==> src/rtl/usb_busrst_pkg.sv <==
package usb_busrst_pkg;
  // 14 us at 12 MHz; must lie inside the 12..16 us tolerance window
  localparam int unsigned THRESH_CYC  = 168;
  localparam int unsigned SYNC_STAGES = 2;
  localparam int unsigned LINE_W      = 2;

  typedef struct packed {
    logic dp;
    logic dm;
  } line_t;

  // idle full-speed J state used as the synchroniser reset value
  localparam line_t LINE_IDLE = '{dp: 1'b1, dm: 1'b0};
endpackage

==> src/rtl/usb_busrst_sync.sv <==
module usb_busrst_sync #(
  parameter int unsigned WIDTH  = 2,
  parameter int unsigned STAGES = 2,
  parameter logic [WIDTH-1:0] RST_VAL = '0
) (
  input  logic             clk,
  input  logic             rst_n,
  input  logic [WIDTH-1:0] d_async,
  output logic [WIDTH-1:0] q_sync
);
  logic [WIDTH-1:0] stage_q [STAGES];

  genvar g;
  generate
    for (g = 0; g < int'(STAGES); g++) begin : g_stage
      if (g == 0) begin : g_first
        always_ff @(posedge clk) begin
          if (!rst_n) stage_q[g] <= RST_VAL;
          else        stage_q[g] <= d_async;
        end
      end else begin : g_next
        always_ff @(posedge clk) begin
          if (!rst_n) stage_q[g] <= RST_VAL;
          else        stage_q[g] <= stage_q[g-1];
        end
      end
    end
  endgenerate

  assign q_sync = stage_q[STAGES-1];
endmodule

==> src/rtl/usb_busrst_timer.sv <==
module usb_busrst_timer #(
  parameter int unsigned THRESH = 168
) (
  input  logic clk,
  input  logic rst_n,
  input  logic se0,
  output logic arm,     // this edge brings the count to the threshold
  output logic at_max
);
  localparam int unsigned CNT_W = $clog2(THRESH + 1);
  localparam logic [CNT_W-1:0] MAXV = CNT_W'(THRESH);
  localparam logic [CNT_W-1:0] PRE  = CNT_W'(THRESH - 1);

  logic [CNT_W-1:0] cnt_q;

  assign at_max = (cnt_q == MAXV);
  assign arm    = se0 && (cnt_q == PRE);

  always_ff @(posedge clk) begin
    if (!rst_n)      cnt_q <= '0;
    else if (!se0)   cnt_q <= '0;
    else if (!at_max) cnt_q <= cnt_q + 1'b1;
  end
endmodule

==> src/rtl/usb_busrst_event.sv <==
module usb_busrst_event (
  input  logic clk,
  input  logic rst_n,
  input  logic se0,
  input  logic arm,
  input  logic flag_wr,
  input  logic flag_wdata,
  output logic reset_flag,
  output logic reset_irq,
  output logic addr_clear,
  output logic startup_abort
);
  logic active_q, flag_q, irq_q, clr_q;
  logic sw_clear;

  assign sw_clear = flag_wr && !flag_wdata;

  always_ff @(posedge clk) begin
    if (!rst_n) begin
      active_q <= 1'b0;
      flag_q   <= 1'b0;
      irq_q    <= 1'b0;
      clr_q    <= 1'b0;
    end else begin
      clr_q <= arm;
      irq_q <= active_q && !se0;
      if (arm)       active_q <= 1'b1;
      else if (!se0) active_q <= 1'b0;
      if (arm)           flag_q <= 1'b1;
      else if (sw_clear) flag_q <= 1'b0;
    end
  end

  assign reset_flag    = flag_q;
  assign reset_irq     = irq_q;
  assign addr_clear    = clr_q;
  assign startup_abort = active_q;
endmodule

==> src/rtl/usb_busrst_det.sv <==
module usb_busrst_det
  import usb_busrst_pkg::*;
#(
  parameter int unsigned THRESH = THRESH_CYC,
  parameter int unsigned STAGES = SYNC_STAGES
) (
  input  logic clk,
  input  logic rst_n,
  input  logic dp_in,
  input  logic dm_in,
  input  logic flag_wr,
  input  logic flag_wdata,
  output logic reset_flag,
  output logic reset_irq,
  output logic addr_clear,
  output logic startup_abort
);
  line_t line_raw, line_s;
  logic  se0_s, arm, at_max;

  assign line_raw = '{dp: dp_in, dm: dm_in};

  usb_busrst_sync #(
    .WIDTH(LINE_W), .STAGES(STAGES), .RST_VAL(LINE_IDLE)
  ) u_sync (
    .clk(clk), .rst_n(rst_n), .d_async(line_raw), .q_sync(line_s)
  );

  assign se0_s = !line_s.dp && !line_s.dm;

  usb_busrst_timer #(.THRESH(THRESH)) u_tmr (
    .clk(clk), .rst_n(rst_n), .se0(se0_s), .arm(arm), .at_max(at_max)
  );

  usb_busrst_event u_evt (
    .clk(clk), .rst_n(rst_n), .se0(se0_s), .arm(arm),
    .flag_wr(flag_wr), .flag_wdata(flag_wdata),
    .reset_flag(reset_flag), .reset_irq(reset_irq),
    .addr_clear(addr_clear), .startup_abort(startup_abort)
  );
endmodule

==> config.mk <==
export PLATFORM = sky130hd
export DESIGN_NAME = usb_busrst_det
export DESIGN_NICKNAME = d
export VERILOG_FILES = /design/src/rtl/usb_busrst_pkg.sv /design/src/rtl/usb_busrst_sync.sv /design/src/rtl/usb_busrst_timer.sv /design/src/rtl/usb_busrst_event.sv /design/src/rtl/usb_busrst_det.sv
export SDC_FILE = /design/constraint.sdc
export NUM_CORES = 1
export LEC_CHECK = 0
export BUFFER_PORTS_ARGS = -buffer_cell sky130_fd_sc_hd__buf_2
export CELL_PAD_IN_SITES_DETAIL_PLACEMENT = 0
export CELL_PAD_IN_SITES_GLOBAL_PLACEMENT = 1
export CORE_UTILIZATION = 39
export DETAILED_ROUTE_END_ITERATION = 16
export GPL_ROUTABILITY_DRIVEN = 0
export PLACE_DENSITY_LB_ADDON = 0.1
export SLEW_MARGIN = 20
export SYNTH_ARGS = -nofsm -noshare
export SYNTH_HDL_FRONTEND = slang
export SYNTH_SLANG_ARGS = --single-unit
==> constraint.sdc <==
create_clock -name clk -period 1.61 [get_ports clk]
set_input_delay 0.322 -clock clk [delete_from_list [all_inputs] [get_ports clk]]
set_output_delay 0.322 -clock clk [all_outputs]
set_load 0.05 [all_outputs]
# Yosys cells after proc, flatten, opt, wreduce, memory -nomap -nowiden
# Memories as Yosys holds them, arrays and structs flattened.
# Index checks and enable logic that the tools add are counted.
[word_totals]
register_bits = 12
ramBits = 4
inputBits = 6
output_inout_bits = 4
word_cells = 30
mem_count = 1
[op_classes]
n_addsub = 1
n_eq_ne = 3
muxes = 8
bitwise = 2
reduce_logical = 10
[memory_table]
columns = ["memory", "depth", "width", "read_ports", "rd_ports_with_merged_regs", "wr", "line_no", "text"]
rows = [
  ["u_sync.stage_q", 2, 2, 2, 0, 2, "usb_busrst_sync.sv:11", "logic [WIDTH-1:0] stage_q [STAGES];"],
]
[op_table]
columns = ["cell", "n"]
rows = [
  ["$eq A8 B8 Y1 const B", 2],
  ["$add A8 B1 Y8 const B", 1],
  ["$mux W1", 6],
  ["$logic_and A1 B1 Y1", 4],
  ["$logic_not A1 Y1", 4],
  ["$mux W2", 2],
  ["$ne A2 B2 Y1 const B", 1],
  ["$or A1 B1 Y1", 2],
  ["$reduce_and A2 Y1", 1],
  ["$reduce_bool A2 Y1", 1],
]

# Longest topological paths before layout
# Gate-level depths: netlist of run 1.
[logic_depth]
ltp_word = 4
depth_mapped = 5
mapped_depth_nobuf = 5

# Hierarchy
# A second synthesis of run 1 with hierarchy kept.
[unflattened]
cells_unflattened = 68
area_unflattened_um2 = 651.9
[by_module_without_submodules]
columns = ["module", "instances", "cells_per_inst", "area_per_inst_um2", "seq_area_each_um2"]
rows = [
  ["usb_busrst_timer", 1, 48, 414.1, 160.2],
  ["usb_busrst_event", 1, 11, 128.9, 80.1],
  ["usb_busrst_sync", 1, 8, 105.1, 80.1],
  ["usb_busrst_det", 1, 1, 3.8, 0.0],
]

# Least setup slack after synthesis of run 1
# Ideal clock, no wire load.
[synth_path]
kind = "reg-to-reg"
startpoint = "mem u_sync.stage_q[1][1]"
endpoint = "reg u_tmr.cnt_q[7]"
setup_time_ps = 60
arrival_ps = 1357
required_time_ps = 1550
slack_ps = 193
stages_incl_launch_ff = 5
path_buffers = 1
synth_period_minus_slack_ps = 1417
path_cell_list = "dfxtp_1 or3b_1 buf_2 or4_1 nand2_1"
[synth_lines]
columns = ["item", "line_no", "text"]
rows = [
  ["start, declared", "usb_busrst_sync.sv:11", ""],
  ["end signal, assigned", "usb_busrst_timer.sv:22", "else if (!at_max) cnt_q <= cnt_q + 1'b1;"],
  ["end, declared", "usb_busrst_timer.sv:14", "logic [CNT_W-1:0] cnt_q;"],
]

# Worst setup path after layout of run 1
[layout_path]
startpoint = "reg u_tmr.cnt_q[0]"
endpoint = "reg u_tmr.cnt_q[6]"
[layout_between]
elab_chain_cells = 1
word_cells_on_any_way = 2
classes_between = "add/sub (1); eq/ne (1)"
[layout_rtl]
columns = ["item", "line_no"]
rows = [
  ["$add A8 B1 Y8 / $eq A8 B8 Y1 (equally long branches)", "usb_busrst_timer.sv:22, usb_busrst_timer.sv:16"],
]
# Parallel ways exist; a longest one is shown, timed or not.
# A chain may end at the register's enable or synchronous reset.

==> impl_metrics.toml, run 1 <==
[finish]
mostFrequentLayoutCell = "dfxtp_1"
synthToLayoutAreaGrowth_pct = 19.3
layout_common_cells = "dfxtp_1, buf_2, nand2_1"
fillers = 138
n_antenna_cell = 0
drive_gt1_share_pct = 24.1
nets = 88

[global_route]
grt_usage_pct = 13.8
antenna_found_initial = 0
overflow = 0
grt_start_max_net_pins = 10
grt_pass1_vias = 430
grt_pass1_wl_um = 1800

[hold_path]
worstHoldPathCells = 2
worstHoldStart = "dp_in"
min_path_type = "input pin to flop"
min_to = "u_sync.stage_q[0][1]"

[pwr]
p_comb_share_pct = 3.0
seq_power_share_pct = 58.4
p_leak_nw = 0.293
p_per_area_nw_per_um2 = 912
p_switching_mw = 0.139
clkPwrFrac_pct = 38.6
peakVddDrop_mv = 0.574
p_int_mw = 0.552
power.share.switching_pct = 20.2

[sta]
finalWorstSetupSlack_ps = 191
tns_ps = 0
finalCritPeriodShare_pct = 88.1
layout_min_cycle_time_ps = 1420
finalClockSkew_ps = 2.77
fmax_mhz = 705
finalSetupViolCount = 0
whs_ps = 204
slew-limit-headroom_pct = 78.5
worst_pin_slew_ps = 322
slew_viol_final = 0
hold_viol = 0
rsz0062_at_grt = "no"

[synthesis]
syn_nets = 72
ys_ff_latch = 16
synth_warnings = 0
synth_top_area_share_pct = 50.4
synth.largest_area_cell = "dfxtp_1"
avgSynthCellArea_um2 = 9.93
synthTopCellsByArea = "dfxtp_1, ha_1, nor3_1, nand2_1, xor2_1"
ys_seq_area_share_pct = 50.4
synth.cell_area_um2 = 636
synth_cell_types = 30
synth_cells = 64

[critical_path]
cp_data_required_time_ps = 1830
crit_path_start = "u_tmr.cnt_q[0]"
crit_path_start_kind = "flop"
crit_path_end_kind = "flop"
r2r_cells = 4
worstSetupPathType = "flop to flop"
r2r-end = "u_tmr.cnt_q[6]"
path_max_fanout = 5
cp.arrival_ps = 1630
crit-reg2reg-launch = "u_tmr.cnt_q[0]"
r2r_slack_ps = 190

[cts]
cts_sinks = 16
ctsHoldBuffers = 0
cts-resized-gates = 0
cts_inserted_buffers = 3
htreeDepth = 1
clk-insertion-delay-late_ps = 290
root_buffer = "clkbuf_4"
clkTransAtPathRegs_ps = 90
post_cts_buffers = 0
cts.path.max_buffers = 2
cts_tree = "yes"

[floorplan]
coreArea_um2 = 1510
die_area_um2 = 1800
initial_core_util_pct = 42.2
rows = 14
io-pin-count = 10
die_x_um = 42.4
fp.dieH_um = 42.4

[placement]
port_buffers = 9
pre_cts_ws_ps = 171
dp_hpwl_um = 828

[flow_run]
cap_viol_max_count = 0

[route]
via_per_inst = 5.08
ant_nets = 0
drtIter0Drc = 1
wire_per_inst_um = 11.3
drc_errors = 0
dr.pass1.iters = 4
wl_um = 1070
vias = 483

[status]
outcome = "complete, no violations"
==> worst max path at each step <==
stage                      to  slack [ps]
6_report       u_tmr.cnt_q[6]         190
5_1_grt        u_tmr.cnt_q[6]          40
4_1_cts        u_tmr.cnt_q[6]         200
3_5_place_dp   u_tmr.cnt_q[7]         170
3_3_place_gp   u_tmr.cnt_q[7]         180
2_1_floorplan  u_tmr.cnt_q[7]         190
==> routing by layer <==
layer | vias to the layer above | track usage, % | part of all wire (%)
met2 | 10 | 20.3 | 43
met1 | 213 | 16.1 | 49
li1 | 256 | - | -
met5 | - | 0 | 0
met4 | 0 | 13.1 | 3.6
met3 | 4 | 3.02 | 3.6
==> metrics by stage <==
| step | cell area, um^2 | util, % | cells | power [mW] |
|---|---|---|---|---|
| final | 758 | 50.3 | 95 | 0.691 |
| after floorplan | 636 | - | 64 | 0.421 |
| after CTS | 758 | 50.3 | 95 | 0.701 |
| after global routing | 758 | 50.3 | 95 | 0.715 |
| after detailed placement | 722 | 47.9 | 91 | 0.434 |
| after global placement | 722 | 47.9 | 91 | 0.434 |
==> critical path, cell delays in order (launching register included) <==
cell and delay [ps]:
dfxtp_1 400, ha_1 220, nand2_1 130, or3_1 370
a211oi_1 220
==> Yosys cell counts <==
master / n
mux2i_1: 1
nor4_2: 1
nor2_1: 2
or3_1: 2
nand4bb_1: 1
a211oi_1: 1
xor2_1: 2
a31o_2: 1
nand2b_1: 1
buf_2: 1
o211ai_1: 1
or3b_1: 1
or4_1: 1
nand3b_1: 1
xnor2_1: 1
clkbuf_1: 1
ha_1: 2
a21oi_1: 1
o211a_1: 1
dfxtp_1: 16
nor3b_1: 2
nor3_1: 4
o21ai_0: 3
inv_1: 2
or2b_1: 2
and2_1: 2
nand4_1: 1
nand3_1: 3
nand2_1: 5
o21a_1: 1
==> sequential cells by signal (all words and copies together), names as in the netlist <==
register,count
u_evt.reset_flag,1
u_evt.addr_clear,1
u_evt.startup_abort,1
u_tmr.cnt_q,8
u_sync.stage_q,4
u_evt.reset_irq,1
==> layout make-up <==
class | count | area [um^2] | area share (%)
inverters | 2 | 7.51 | 0.990
well taps | 16 | 20.0 | 2.64
multi-input cells | 44 | 299 | 39.4
flip-flops and latches | 16 | 320 | 42.2
repair buffers | 13 | 75.1 | 9.90
clock buffers | 4 | 36.3 | 4.79
==> kinds of logic (layout without fill, tap and decap cells) <==
kind of cell	count (synthesis)	count (layout)	synth area share, %
XOR/XNOR	3	3	4.13
flip-flops	16	16	50.4
adder cells (fa/ha/maj)	2	2	3.94
multiplexers	1	1	1.57
AO/OA/AOI/OAI	9	9	9.65
buffers and inverters	4	19	2.56
AND/OR/NAND/NOR	29	29	27.8
==> power by group through the flow <==
stage	clock network, mW	registers, mW	logic [mW]
finish	0.267	0.404	0.0210
global route	0.287	0.405	0.0235
CTS	0.276	0.404	0.0214
detailed placement	0	0.413	0.0212
global placement	0	0.413	0.0212
floorplan	0	0.412	0.00891
Power figures use the tool's default switching activity.
==> run 2, diff against run 1 <==
--- a/config.mk
+++ b/config.mk
@@ -12,6 +12,7 @@
 export DETAILED_ROUTE_END_ITERATION = 16
 export GPL_ROUTABILITY_DRIVEN = 0
 export PLACE_DENSITY_LB_ADDON = 0.1
+export RECOVER_POWER = 100
 export SLEW_MARGIN = 20
 export SYNTH_ARGS = -nofsm -noshare
 export SYNTH_HDL_FRONTEND = slang
==> run 2 against run 1 <==
Net effect:
- worst hold slack better by 4.2 ps
- register-to-register slack improved by 20 ps
- total power is 0.73% lower
- critical endpoint is now startup_abort
==> impl_metrics.toml, run 2 (synthesis gave the netlist of run 1 again) <==
[floorplan]
io-pin-count = 10
die_x_um = 42.4
fp.dieH_um = 42.4
rows = 14
initial_core_util_pct = 42.2
die_area_um2 = 1800
coreArea_um2 = 1510

[pwr]
p_comb_share_pct = 2.8
p_per_area_nw_per_um2 = 928
seq_power_share_pct = 58.8
clkPwrFrac_pct = 38.4
p_switching_mw = 0.136
power.share.switching_pct = 19.9
power.total_mw = 0.686
p_leak_nw = 0.267
peakVddDrop_mv = 0.574
p_int_mw = 0.550

[cts]
cts_inserted_buffers = 3
cts_tree = "yes"
cts-resized-gates = 0
root_buffer = "clkbuf_4"
htreeDepth = 1
cts_sinks = 16
clkTransAtPathRegs_ps = 90
cts.path.max_buffers = 2
ctsHoldBuffers = 0
clk-insertion-delay-late_ps = 280
post_cts_buffers = 0

[global_route]
grt_start_max_net_pins = 10
antenna_found_initial = 0
grt_usage_pct = 13.8
grt_pass1_wl_um = 1800
overflow = 0
grt_pass1_vias = 430

[sta]
slew_viol_final = 0
finalSetupViolCount = 0
rsz0062_at_grt = "no"
tns_ps = 0
finalClockSkew_ps = 1.86
layout_min_cycle_time_ps = 1430
hold_viol = 0
worst_pin_slew_ps = 602
whs_ps = 208
slew-limit-headroom_pct = 60.0
fmax_mhz = 697
finalCritPeriodShare_pct = 89.1

[placement]
dp_cells = 91
dp_hpwl_um = 828
port_buffers = 9

[critical_path]
crit_cells = 1
worstSetupPathType = "flop to primary output"
cp_data_required_time_ps = 1290
crit_path_end_kind = "primary output"
cp.arrival_ps = 1110
worst-path-buf-inv = 1
crit-reg2reg-launch = "u_tmr.cnt_q[0]"
cpLargestDelayFamily = "buffers and inverters"
crit_path_cell_trace = "clkbuf_1"
cp_slowest_cell = "clkbuf_1"
max_stage_delay_ps = 470
r2r_cells = 4
crit_path_start_kind = "flop"
crit_path_start = "u_evt.startup_abort"
path_max_fanout = 3

[route]
vias = 488
ant_nets = 0
drtIter0Drc = 9
via_per_inst = 5.14
drc_errors = 0
wl_um = 1060
wire_per_inst_um = 11.1
dr.pass1.iters = 4

[finish]
nets = 88
fillers = 144
largest_reg_flops = 8
mostFrequentLayoutCell = "dfxtp_1"
n_antenna_cell = 0
reg_top3 = "u_tmr.cnt_q x8, u_sync.stage_q x4"
layout_common_cells = "dfxtp_1, clkbuf_1, nand2_1, buf_2, nor3_1"
drive_gt1_share_pct = 15.2
regMostFlops = "u_tmr.cnt_q"
synthToLayoutAreaGrowth_pct = 16.3
final_cells = 95

[hold_path]
worstHoldPathCells = 2
min_path_type = "input pin to flop"
worstHoldStart = "dp_in"

[status]
outcome = "complete, no violations"

[flow_run]
cap_viol_max_count = 0
==> run 2: changes by cell type in the layout (fill, tap and decap cells not counted) <==
cell and delta:
clkbuf_1 +6, buf_4 -2, buf_2 -4, nor4_1 +1, and2_1 -1, and2_0 +1, nor4_2 -1
==> run 2: final cells by class <==
class / instances / area [um^2] / area share [%]
Clock buffer: 4 / 36.3 / 4.91
Inverter: 2 / 7.51 / 1.02
Timing Repair Buffer: 13 / 62.6 / 8.46
Multi-Input combinational cell: 44 / 293 / 39.6
Sequential cell: 16 / 320 / 43.3
Tap cell: 16 / 20.0 / 2.71
==> run 2: worst register-to-register path: cells and delay by family (launching register included) <==
kind	cells	cell delay [ps]
AND/OR/NAND/NOR	2	490
flip-flops	1	400
adder cells (fa/ha/maj)	1	220
AO/OA/AOI/OAI	1	220
==> run 2: final timing paths <==
path	end	slack, ps
worst max-delay path	startup_abort	180
worst min-delay path	u_sync.stage_q[0][1]	210
worst max register to register	u_tmr.cnt_q[6]	210
worst min register to register	u_sync.stage_q[1][1]	410
==> run 2: power groups by stage <==
stage               Combinational (mW)  Clock, mW  Sequential [mW]
floorplan                      0.00891          0            0.412
global placement                0.0212          0            0.413
detailed placement              0.0212          0            0.413
CTS                             0.0214      0.276            0.404
global route                    0.0216      0.287            0.405
finish                          0.0193      0.263            0.404
==> run 2: stage by stage <==
| stage | worst slack (ps) | utilization (%) | cell area, um^2 |
|---|---|---|---|
| final | 175 | 49.1 | 739 |
| after detailed placement | 171 | 47.9 | 722 |
| after floorplan | 193 | - | 636 |
| after global placement | 184 | 47.9 | 722 |
| after CTS | 198 | 50.3 | 758 |
| after global routing | 50.5 | 49.1 | 739 |
==> run 2: per-layer routing <==
metal / up-vias / GRT usage, % / wire length (um)
met4: 0 / 13.1 / 31
li1: 256 / - / -
met1: 216 / 16.1 / 530
met3: 4 / 3.02 / 36
met5: - / 0 / 0
met2: 12 / 20.3 / 457
